===== src/rtl/eq_pkg.sv =====
// Package: shared trigger-type encoding for the event queue manager.
// Assumes: the encoding below is also the entry format seen on the output.
package eq_pkg;
    typedef enum logic [1:0] {
        TRIG_HW    = 2'd0,
        TRIG_CHAIN = 2'd1,
        TRIG_MAN   = 2'd2
    } trig_t;
endpackage


===== src/rtl/eq_trig_latch.sv =====
// Holds one pending bit per channel and trigger type. Reports any trigger
// that lands on a bit that is already pending and is not being consumed.
// Assumes: the take_* vectors name at most one bit, and only a pending one.
module eq_trig_latch #(
    parameter int NCH = 8
) (
    input  logic           clk,
    input  logic           rst_n,
    input  logic [NCH-1:0] hw_in,
    input  logic [NCH-1:0] chn_in,
    input  logic [NCH-1:0] man_in,
    input  logic [NCH-1:0] take_hw,
    input  logic [NCH-1:0] take_chn,
    input  logic [NCH-1:0] take_man,
    output logic [NCH-1:0] hw_pend,
    output logic [NCH-1:0] chn_pend,
    output logic [NCH-1:0] man_pend,
    output logic [NCH-1:0] dup
);
    logic [NCH-1:0] hw_keep, chn_keep, man_keep;

    // Bits that survive this cycle because they are not consumed.
    always_comb begin
        hw_keep  = hw_pend  & ~take_hw;
        chn_keep = chn_pend & ~take_chn;
        man_keep = man_pend & ~take_man;
        dup      = (hw_in & hw_keep) | (chn_in & chn_keep) | (man_in & man_keep);
    end

    // Pending state: a new trigger sets its bit, consumption clears it.
    always_ff @(posedge clk) begin
        if (!rst_n) begin
            hw_pend  <= '0;
            chn_pend <= '0;
            man_pend <= '0;
        end else begin
            hw_pend  <= hw_keep  | hw_in;
            chn_pend <= chn_keep | chn_in;
            man_pend <= man_keep | man_in;
        end
    end

    AST_TAKE_PENDING: assert property (@(posedge clk) disable iff (!rst_n)
        ((take_hw & ~hw_pend) | (take_chn & ~chn_pend) | (take_man & ~man_pend)) == '0);
endmodule


===== src/rtl/eq_trig_pick.sv =====
// Picks one pending trigger per cycle. The lowest channel index wins, and
// within that channel the hardware event beats chain, and chain beats manual.
// Assumes: hw_req has already been masked by the channel enables.
module eq_trig_pick
    import eq_pkg::*;
#(
    parameter int NCH = 8,
    parameter int CHW = 3
) (
    input  logic [NCH-1:0] hw_req,
    input  logic [NCH-1:0] chn_req,
    input  logic [NCH-1:0] man_req,
    output logic           win_valid,
    output logic [CHW-1:0] win_chan,
    output trig_t          win_type,
    output logic [NCH-1:0] take_hw,
    output logic [NCH-1:0] take_chn,
    output logic [NCH-1:0] take_man
);
    // Scan from the top down so that the lowest requesting index is kept last.
    always_comb begin
        win_valid = 1'b0;
        win_chan  = '0;
        win_type  = TRIG_MAN;
        for (int i = NCH - 1; i >= 0; i--) begin
            if (hw_req[i] || chn_req[i] || man_req[i]) begin
                win_valid = 1'b1;
                win_chan  = CHW'(i);
                if (hw_req[i])       win_type = TRIG_HW;
                else if (chn_req[i]) win_type = TRIG_CHAIN;
                else                 win_type = TRIG_MAN;
            end
        end
    end

    // Consume exactly the latch bit of the winner.
    always_comb begin
        take_hw  = '0;
        take_chn = '0;
        take_man = '0;
        if (win_valid) begin
            case (win_type)
                TRIG_HW:    take_hw[win_chan]  = 1'b1;
                TRIG_CHAIN: take_chn[win_chan] = 1'b1;
                default:    take_man[win_chan] = 1'b1;
            endcase
        end
    end
endmodule


===== src/rtl/eq_fifo.sv =====
// One event queue, with its occupancy count, peak tracking and sticky
// threshold-exceeded flag.
// Assumes: DEPTH is a power of two. A write into a full queue is refused,
// even when a read happens in the same cycle.
module eq_fifo #(
    parameter int DEPTH = 16,
    parameter int EW    = 5,
    parameter int PW    = 4,
    parameter int CW    = 5
) (
    input  logic          clk,
    input  logic          rst_n,
    input  logic          push,
    input  logic [EW-1:0] push_data,
    input  logic          pop,
    input  logic [PW-1:0] thresh,
    input  logic          clr_thr,
    input  logic          clr_peak,
    output logic          full,
    output logic          empty,
    output logic [EW-1:0] head,
    output logic [CW-1:0] count,
    output logic [PW-1:0] start,
    output logic [CW-1:0] peak,
    output logic          thr_err
);
    logic [EW-1:0] mem [DEPTH];
    logic [PW-1:0] wr_ptr, rd_ptr;
    logic [CW-1:0] count_d;
    logic          push_ok, pop_ok;

    // Decide which accesses are allowed and compute the next occupancy.
    always_comb begin
        full    = (count == CW'(DEPTH));
        empty   = (count == '0);
        push_ok = push & ~full;
        pop_ok  = pop & ~empty;
        count_d = count + CW'(push_ok) - CW'(pop_ok);
        head    = mem[rd_ptr];
        start   = rd_ptr;
    end

    // Storage write; the array is not reset.
    always_ff @(posedge clk) begin
        if (push_ok) mem[wr_ptr] <= push_data;
    end

    // Pointers, occupancy, peak and threshold flag.
    always_ff @(posedge clk) begin
        if (!rst_n) begin
            wr_ptr  <= '0;
            rd_ptr  <= '0;
            count   <= '0;
            peak    <= '0;
            thr_err <= 1'b0;
        end else begin
            if (push_ok) wr_ptr <= wr_ptr + 1'b1;
            if (pop_ok)  rd_ptr <= rd_ptr + 1'b1;
            count <= count_d;
            if (clr_peak)           peak <= count_d;
            else if (count_d > peak) peak <= count_d;
            if (count > {1'b0, thresh}) thr_err <= 1'b1;
            else if (clr_thr)           thr_err <= 1'b0;
        end
    end

    AST_NO_OVERFLOW: assert property (@(posedge clk) disable iff (!rst_n)
        count <= CW'(DEPTH));
    AST_COUNT_UP: assert property (@(posedge clk) disable iff (!rst_n)
        (push && !full && !pop) |=> count == $past(count) + 1'b1);
    AST_THR_STICKY: assert property (@(posedge clk) disable iff (!rst_n)
        (thr_err && !clr_thr) |=> thr_err);
    AST_PEAK_GE_COUNT: assert property (@(posedge clk) disable iff (!rst_n)
        peak >= count);
endmodule


===== src/rtl/eq_deq_arb.sv =====
// Fixed-priority dequeue: the lowest-numbered non-empty queue is presented,
// and it is popped when the consumer is ready.
// Assumes: NQ is no greater than 2**QW.
module eq_deq_arb #(
    parameter int NQ = 3,
    parameter int QW = 2
) (
    input  logic [NQ-1:0] nonempty,
    input  logic          tr_ready,
    output logic          tr_valid,
    output logic [QW-1:0] sel,
    output logic [NQ-1:0] pop
);
    // Top-down scan keeps the lowest non-empty queue.
    always_comb begin
        tr_valid = |nonempty;
        sel      = '0;
        pop      = '0;
        for (int i = NQ - 1; i >= 0; i--) begin
            if (nonempty[i]) sel = QW'(i);
        end
        if (tr_valid && tr_ready) pop[sel] = 1'b1;
    end
endmodule


===== src/rtl/evq_manager.sv =====
// Top: captures triggers, picks one winner per cycle, routes it to a queue
// through the channel map, and presents the queue heads in priority order.
// Assumes: pulses are one cycle wide and synchronous to clk.
module evq_manager
    import eq_pkg::*;
#(
    parameter int NUM_DMA  = 6,
    parameter int NUM_QDMA = 2,
    parameter int NUM_Q    = 3,
    parameter int Q_DEPTH  = 16,
    localparam int NCH = NUM_DMA + NUM_QDMA,
    localparam int CHW = (NCH > 1) ? $clog2(NCH) : 1,
    localparam int QW  = (NUM_Q > 1) ? $clog2(NUM_Q) : 1,
    localparam int PW  = $clog2(Q_DEPTH),
    localparam int CW  = PW + 1
) (
    input  logic                clk,
    input  logic                rst_n,
    input  logic [NCH-1:0]      hw_evt,
    input  logic [NCH-1:0]      chain_evt,
    input  logic [NCH-1:0]      man_evt,
    input  logic [NCH-1:0]      ch_en,
    input  logic [NCH*QW-1:0]   q_map,
    input  logic [NUM_Q*PW-1:0] q_thresh,
    input  logic [NCH-1:0]      clr_missed,
    input  logic [NUM_Q-1:0]    clr_thr,
    input  logic [NUM_Q-1:0]    clr_peak,
    input  logic                tr_ready,
    output logic                tr_valid,
    output logic [QW-1:0]       tr_queue,
    output logic [1:0]          tr_type,
    output logic [CHW-1:0]      tr_chan,
    output logic [NCH-1:0]      missed,
    output logic [NUM_Q*CW-1:0] q_count,
    output logic [NUM_Q*PW-1:0] q_start,
    output logic [NUM_Q*CW-1:0] q_peak,
    output logic [NUM_Q-1:0]    q_thr_err
);
    localparam int EW = 2 + CHW;
    localparam logic [QW-1:0] QLAST = QW'(NUM_Q - 1);

    logic [NCH-1:0] hw_pend, chn_pend, man_pend, dup;
    logic [NCH-1:0] take_hw, take_chn, take_man;
    logic           win_valid;
    logic [CHW-1:0] win_chan;
    trig_t          win_type;
    logic [QW-1:0]  map_raw, tgt;
    logic [NUM_Q-1:0] q_full, q_empty, q_push, q_pop;
    logic [EW-1:0]  q_head [NUM_Q];
    logic [EW-1:0]  win_entry;
    logic [NCH-1:0] drop_full, miss_set;

    eq_trig_latch #(.NCH(NCH)) i_latch (
        .clk(clk), .rst_n(rst_n),
        .hw_in(hw_evt), .chn_in(chain_evt), .man_in(man_evt),
        .take_hw(take_hw), .take_chn(take_chn), .take_man(take_man),
        .hw_pend(hw_pend), .chn_pend(chn_pend), .man_pend(man_pend),
        .dup(dup)
    );

    eq_trig_pick #(.NCH(NCH), .CHW(CHW)) i_pick (
        .hw_req(hw_pend & ch_en), .chn_req(chn_pend), .man_req(man_pend),
        .win_valid(win_valid), .win_chan(win_chan), .win_type(win_type),
        .take_hw(take_hw), .take_chn(take_chn), .take_man(take_man)
    );

    // Route the winner: look up and clamp the map, detect a full target.
    always_comb begin
        map_raw   = q_map[win_chan*QW +: QW];
        tgt       = (map_raw > QLAST) ? QLAST : map_raw;
        win_entry = {win_type, win_chan};
        q_push    = '0;
        drop_full = '0;
        if (win_valid) begin
            q_push[tgt] = 1'b1;
            if (q_full[tgt]) drop_full[win_chan] = 1'b1;
        end
        miss_set = dup | drop_full;
    end

    // Sticky missed flags; a new miss wins over a clear.
    always_ff @(posedge clk) begin
        if (!rst_n) missed <= '0;
        else        missed <= (missed & ~clr_missed) | miss_set;
    end

    generate
        for (genvar q = 0; q < NUM_Q; q++) begin : g_queue
            eq_fifo #(.DEPTH(Q_DEPTH), .EW(EW), .PW(PW), .CW(CW)) i_fifo (
                .clk(clk), .rst_n(rst_n),
                .push(q_push[q]), .push_data(win_entry), .pop(q_pop[q]),
                .thresh(q_thresh[q*PW +: PW]),
                .clr_thr(clr_thr[q]), .clr_peak(clr_peak[q]),
                .full(q_full[q]), .empty(q_empty[q]), .head(q_head[q]),
                .count(q_count[q*CW +: CW]), .start(q_start[q*PW +: PW]),
                .peak(q_peak[q*CW +: CW]), .thr_err(q_thr_err[q])
            );
        end
    endgenerate

    eq_deq_arb #(.NQ(NUM_Q), .QW(QW)) i_arb (
        .nonempty(~q_empty), .tr_ready(tr_ready),
        .tr_valid(tr_valid), .sel(tr_queue), .pop(q_pop)
    );

    // Present the head entry of the selected queue.
    always_comb begin
        tr_type = q_head[tr_queue][EW-1 -: 2];
        tr_chan = q_head[tr_queue][CHW-1:0];
    end

    // Mask of the queues below the presented one, used only by a check.
    logic [NUM_Q-1:0] below_mask;
    always_comb begin
        below_mask = '0;
        for (int i = 0; i < NUM_Q; i++) below_mask[i] = (QW'(i) < tr_queue);
    end

    AST_EN_GATE: assert property (@(posedge clk) disable iff (!rst_n)
        (win_valid && win_type == TRIG_HW) |-> ch_en[win_chan]);
    AST_DUP_MISSED: assert property (@(posedge clk) disable iff (!rst_n)
        (|dup) |=> ((missed & $past(dup)) == $past(dup)));
    AST_FULL_DROP: assert property (@(posedge clk) disable iff (!rst_n)
        (win_valid && q_full[tgt]) |=> missed[$past(win_chan)]);
    AST_DEQ_PRIORITY: assert property (@(posedge clk) disable iff (!rst_n)
        tr_valid |-> ((~q_empty & below_mask) == '0 && !q_empty[tr_queue]));
endmodule


===== config.mk =====
export PLATFORM = sky130hd
export DESIGN_NAME = evq_manager
export DESIGN_NICKNAME = d
export VERILOG_FILES = /design/src/rtl/eq_pkg.sv /design/src/rtl/eq_trig_latch.sv /design/src/rtl/eq_trig_pick.sv /design/src/rtl/eq_fifo.sv /design/src/rtl/eq_deq_arb.sv /design/src/rtl/evq_manager.sv
export SDC_FILE = /design/constraint.sdc
export NUM_CORES = 1
export LEC_CHECK = 0
export ABC_AREA = 1
export BUFFER_PORTS_ARGS = -buffer_cell sky130_fd_sc_hd__buf_4
export CAP_MARGIN = 5
export CORE_MARGIN = 2
export CORE_UTILIZATION = 35
export CTS_CLUSTER_DIAMETER = 150
export DETAILED_ROUTE_END_ITERATION = 8
export PLACE_DENSITY = 0.49
export SLEW_MARGIN = 20
export SYNTH_ARGS = -nofsm -noshare
export SYNTH_HDL_FRONTEND = slang
export SYNTH_SLANG_ARGS = --single-unit

===== constraint.sdc =====
create_clock -name clk -period 5.8 [get_ports clk]
set_input_delay 1.16 -clock clk [delete_from_list [all_inputs] [get_ports clk]]
set_output_delay 1.16 -clock clk [all_outputs]
set_load 0.05 [all_outputs]

==> metrics.md <==
| Metric | Value |
|---|---|
| EDFF count, synth | `240` |
| Number of global-route vias before repair | `11300` |
| Row cnt | `77` |
| Number of remaining DRC errors | `0` |
| CTS Root Cell | `sky130_fd_sc_hd__clkbuf_16` |
| Cell with the largest stage delay on the worst path | `sky130_fd_sc_hd__nor2_1` |
| Highest ir drop seen on vdd | `0.205 mV` |
| Net switching power of the design | `3.35 mW` |
| Synthesized instance count | `1520` |
| Gate power share | `0.366` |
| Worst Clk Skew | `11.1 ps` |
| Number of primary I/O pins | `138` |
| Min-delay src | `g_queue[2].i_fifo.start[3]` |
| Asr flop ratio synth | `0` |
| Antenna violations before repair | `0` |
| Hold violation count in the final report | `0` |
| Startpoint of the most critical register-to-register path | `g_queue[0].i_fifo.count[3]` |
| Main flop type after synthesis | `sky130_fd_sc_hd__edfxtp_1` |
| Number of unique standard cell types used by synthesis | `46` |
| Average routed wire per standard cell | `18.2 µm` |
| Count of final max-slew check failures | `0` |
| Final wirelength | `41.7 mm` |
| Crit Path Max Fanout | `11` |
| Synth top area share | `0.455` |
| 1st-iter DRT viols | `664` |
| Dominant combinational cell family by area after synthesis | `simple AND/OR/NAND/NOR gates` |
| Sum of buffers and inverters on the critical path | `8` |
| R2r worst-path depth | `26` |
| Total die area | `46900 µm²` |
| All-layer global routing usage | `0.179` |
| Sequential power share | `0.342` |
| Endpoint class of the critical path | `register` |
| WS Path Type | `register to register` |
| Slew margin rel. | `0.307` |
| TNS Setup | `0 ps` |
| Global-route wire length before repair | `65.0 mm` |
| Terminating pin of the worst hold path | `g_queue[2].i_fifo.start[3]` |
| Maximum level of the CTS H-tree | `2` |
| Post-cts hold buffer count | `0` |
| Pin count of the biggest net entering global routing | `56` |
| Relative area change from synthesis to final layout | `19.1%` |
| Pre-CTS setup slack | `417 ps` |
| Number of I/O port buffers | `137` |
| Quantity of gates resized following cts | `0` |
| XOR/XNOR share of the synthesized area | `0.00886` |
| Syn_area_per_cell | `10.4 µm²` |
| X dimension of the die | `217 µm` |
| Initial standard-cell utilization of the core | `0.356` |
| Cell family with the largest share of critical-path delay | `simple AND/OR/NAND/NOR gates` |
| Min-delay worst type | `register to register` |
| Total CTS buffers | `39` |
| Achievable Freq | `199 MHz` |
| CTS Sinks | `341` |
| Total leakage power | `7.44 nW` |
| Register bit count reported by yosys | `341` |
| Height of the die | `217 µm` |
| Library cell occupying the most area in the post-synthesis netlist | `sky130_fd_sc_hd__edfxtp_1` |
| Final worst-path cycle share | `0.868` |
| Leading post-synthesis cells by cell area | `sky130_fd_sc_hd__edfxtp_1, sky130_fd_sc_hd__dfxtp_1, sky130_fd_sc_hd__ha_1` |
| Proportion of power drawn by the clock network | `0.293` |
| Worst hold path cell count | `1` |
| Basic-gate share of the synthesized area counting and, or, nand and nor cells | `0.146` |
| Diodes inserted | `0` |
| Highest cell delay on the worst timing path | `420 ps` |
| Transition time at the pin with the least slew margin | `1040 ps` |
| Vias/cell | `4.89` |
| Multiplexer share of the synthesized area | `0.0342` |
| Crit Reg-Reg Endpoint | `g_queue[2].i_fifo.peak[3]` |
| CP most frequent cell | `sky130_fd_sc_hd__inv_1` |
| Final WS setup | `766 ps` |
| Setup slack on the worst flop-to-flop path | `770 ps` |
| Clock slew seen by the registers of the worst setup and hold paths | `60 ps` |
| Number of iterations in the first detailed-routing pass | `5` |
| Net count, final | `1803` |
| Arithmetic-cell share of the synthesized area counting full adders, half adders and majority gates | `0.0512` |
| Share of cells above drive strength 1 | `0.172` |
| Grt total ovfl | `0` |
| Arrival time at the worst endpoint | `5460 ps` |
| Number of warnings printed during yosys synthesis | `0` |
| RSZ-0062 raised after global routing | `false` |
| Data required, critical path | `6220 ps` |
| Final Critical Period | `5030 ps` |
| Maximum count of clock buffers along a single path | `3` |
| Dominant cell by count in the synthesized netlist | `sky130_fd_sc_hd__edfxtp_1` |
| HPWL after DPL | `28.8 mm` |
| Clock latency of the later-clocked register in the worst-skew pair | `550 ps` |
| Final worst hold slack | `490 ps` |
| Post-route design area | `18800 µm²` |
| Syn nets | `1660` |
| Switching fraction of total power | `0.379` |
| Global placer's final weighted congestion | `0.851` |
| Number of max-cap violations | `0` |
| Final Total Pwr | `8.84 mW` |
| Routed vias | `11200` |
| Sequential fraction of the synthesis area | `0.583` |
| Outcome | `finished clean` |
| Final setup viols | `0` |
| Critical path launch point type | `register` |
| Post-detailed-placement cell area | `17500 µm²` |
| Cell area after synthesis | `15800 µm²` |
| Clock tree from TritonCTS | `done` |
| Internal Dissipation | `5.49 mW` |
| Antenna violation net count after detailed routing | `0` |
| Top cells by instance count after synthesis | `sky130_fd_sc_hd__edfxtp_1, sky130_fd_sc_hd__inv_1, sky130_fd_sc_hd__nor2_1` |
| Compound-Gate Fraction of Synth Area | `0.111` |
| Postcts setup bufs | `0` |
| Total power density per cell area | `469 nW/µm²` |
| Total core area | `44400 µm²` |
-- flip-flops by register name, indices dropped and copies added, names as in the netlist, named ones only --
name,count
g_queue.i_fifo.mem,240
g_queue.i_fifo.wr_ptr,12
i_latch.chn_pend,8
g_queue.i_fifo.start,12
i_latch.hw_pend,8
g_queue.i_fifo.thr_err,3
i_latch.man_pend,8
g_queue.i_fifo.peak,15
missed,8
g_queue.i_fifo.count,15
-- worst max-delay path by stage --
stage | startpoint | cells past startpoint | end
global placement | ch_en[4] | 29 | g_queue[1].i_fifo.peak[4]
CTS | g_queue[0].i_fifo.count[3] | 26 | g_queue[2].i_fifo.peak[0]
detailed placement | ch_en[4] | 29 | g_queue[1].i_fifo.peak[0]
floorplan | ch_en[4] | 28 | g_queue[0].i_fifo.peak[4]
finish | g_queue[0].i_fifo.count[3] | 26 | g_queue[2].i_fifo.peak[3]
global route | g_queue[0].i_fifo.count[3] | 26 | g_queue[2].i_fifo.peak[0]
-- logic make-up (layout without fill, tap and decap cells) --
family | count (synthesis) | after routing
buffers and inverters | 263 | 436
and+or+nand+nor | 484 | 484
muxes | 54 | 54
adders and majority gates | 63 | 63
DFF | 341 | 341
AOI/OAI and AO/OA | 299 | 299
xor gates and xnor gates | 16 | 16
-- power groups by stage --
stage | registers, mW | clock network (mW) | logic (mW)
finish | 3.02 | 2.59 | 3.23
global route | 3.05 | 2.75 | 3.60
CTS | 3.02 | 2.65 | 3.27
detailed placement | 3.07 | 0 | 3.26
global placement | 3.07 | 0 | 3.23
floorplan | 3.34 | 0 | 2.02
-- cell type report --
type / count / area [µm²]
clock buffer: 53 / 1140
clock inverter: 18 / 215
fill: 4271 / 25600
inverter: 214 / 818
multi-input combinational: 916 / 5570
sequential: 341 / 9230
tap: 592 / 741
timing repair buffer: 151 / 1130
-- layer usage --
| layer | up-vias | GRT usage | share of wire |
|---|---|---|---|
| met1 | 5326 | 0.232 | 0.44 |
| met3 | 68 | 0.0400 | 0.054 |
| met5 | - | 0 | 0 |
| met2 | 233 | 0.294 | 0.47 |
| met4 | 0 | 0.0648 | 0.030 |
| li1 | 5539 | - | - |
-- worst register-to-register path, stage by stage (launching register included) --
cell	delay, ps
sky130_fd_sc_hd__dfxtp_1	390
sky130_fd_sc_hd__inv_1	120
sky130_fd_sc_hd__ha_1	170
sky130_fd_sc_hd__nand3_1	80
sky130_fd_sc_hd__nor2_1	110
sky130_fd_sc_hd__inv_1	80
sky130_fd_sc_hd__nor2_1	380
sky130_fd_sc_hd__inv_1	80
sky130_fd_sc_hd__nor2_1	250
sky130_fd_sc_hd__inv_1	240
sky130_fd_sc_hd__nor2_1	420
sky130_fd_sc_hd__ha_1	320
sky130_fd_sc_hd__inv_1	60
sky130_fd_sc_hd__ha_1	170
sky130_fd_sc_hd__inv_1	60
sky130_fd_sc_hd__fa_1	390
sky130_fd_sc_hd__inv_1	70
sky130_fd_sc_hd__a21oi_1	50
sky130_fd_sc_hd__o21bai_1	150
sky130_fd_sc_hd__xnor2_1	190
sky130_fd_sc_hd__inv_1	70
sky130_fd_sc_hd__ha_1	290
sky130_fd_sc_hd__a21o_1	180
sky130_fd_sc_hd__o22ai_1	130
sky130_fd_sc_hd__nand2_1	210
sky130_fd_sc_hd__o21ai_0	210
sky130_fd_sc_hd__a21oi_1	60
-- stage by stage --
| step | instances | utilization |
|---|---|---|
| 5_1_grt | 2285 | 0.424 |
| 2_1_floorplan | 1520 | - |
| 3_3_place_gp | 2214 | 0.394 |
| 6_report | 2285 | 0.424 |
| 4_1_cts | 2285 | 0.424 |
| 3_5_place_dp | 2214 | 0.394 |
-- cell usage in the layout, fill, tap and decap left out, types with 5 or more instances in the layout --
cell type,netlist,layout
sky130_fd_sc_hd__edfxtp_1,240,240
sky130_fd_sc_hd__nand4_1,8,8
sky130_fd_sc_hd__nand2_4,11,11
sky130_fd_sc_hd__o21bai_1,6,6
sky130_fd_sc_hd__clkbuf_16,0,41
sky130_fd_sc_hd__o211ai_1,14,14
sky130_fd_sc_hd__mux2i_1,54,54
sky130_fd_sc_hd__clkinv_2,2,6
sky130_fd_sc_hd__o21ai_0,117,117
sky130_fd_sc_hd__dfxtp_1,101,100
sky130_fd_sc_hd__o22ai_1,6,6
sky130_fd_sc_hd__nor2_2,5,5
sky130_fd_sc_hd__ha_1,60,60
sky130_fd_sc_hd__a21oi_1,102,102
sky130_fd_sc_hd__o32ai_1,6,6
sky130_fd_sc_hd__xor2_1,9,9
sky130_fd_sc_hd__o221ai_1,34,34
sky130_fd_sc_hd__xnor2_1,7,7
sky130_fd_sc_hd__inv_2,15,15
sky130_fd_sc_hd__a32o_1,5,5
sky130_fd_sc_hd__nor2_4,8,8
sky130_fd_sc_hd__clkbuf_8,0,7
sky130_fd_sc_hd__inv_1,190,190
sky130_fd_sc_hd__clkbuf_1,40,5
sky130_fd_sc_hd__nand2_2,19,20
sky130_fd_sc_hd__nand2_1,148,147
sky130_fd_sc_hd__nand3_1,104,104
sky130_fd_sc_hd__clkinv_1,4,8
sky130_fd_sc_hd__nor2_1,166,166
sky130_fd_sc_hd__buf_4,3,151
Note: power is estimated with default switching activity, not from simulation.
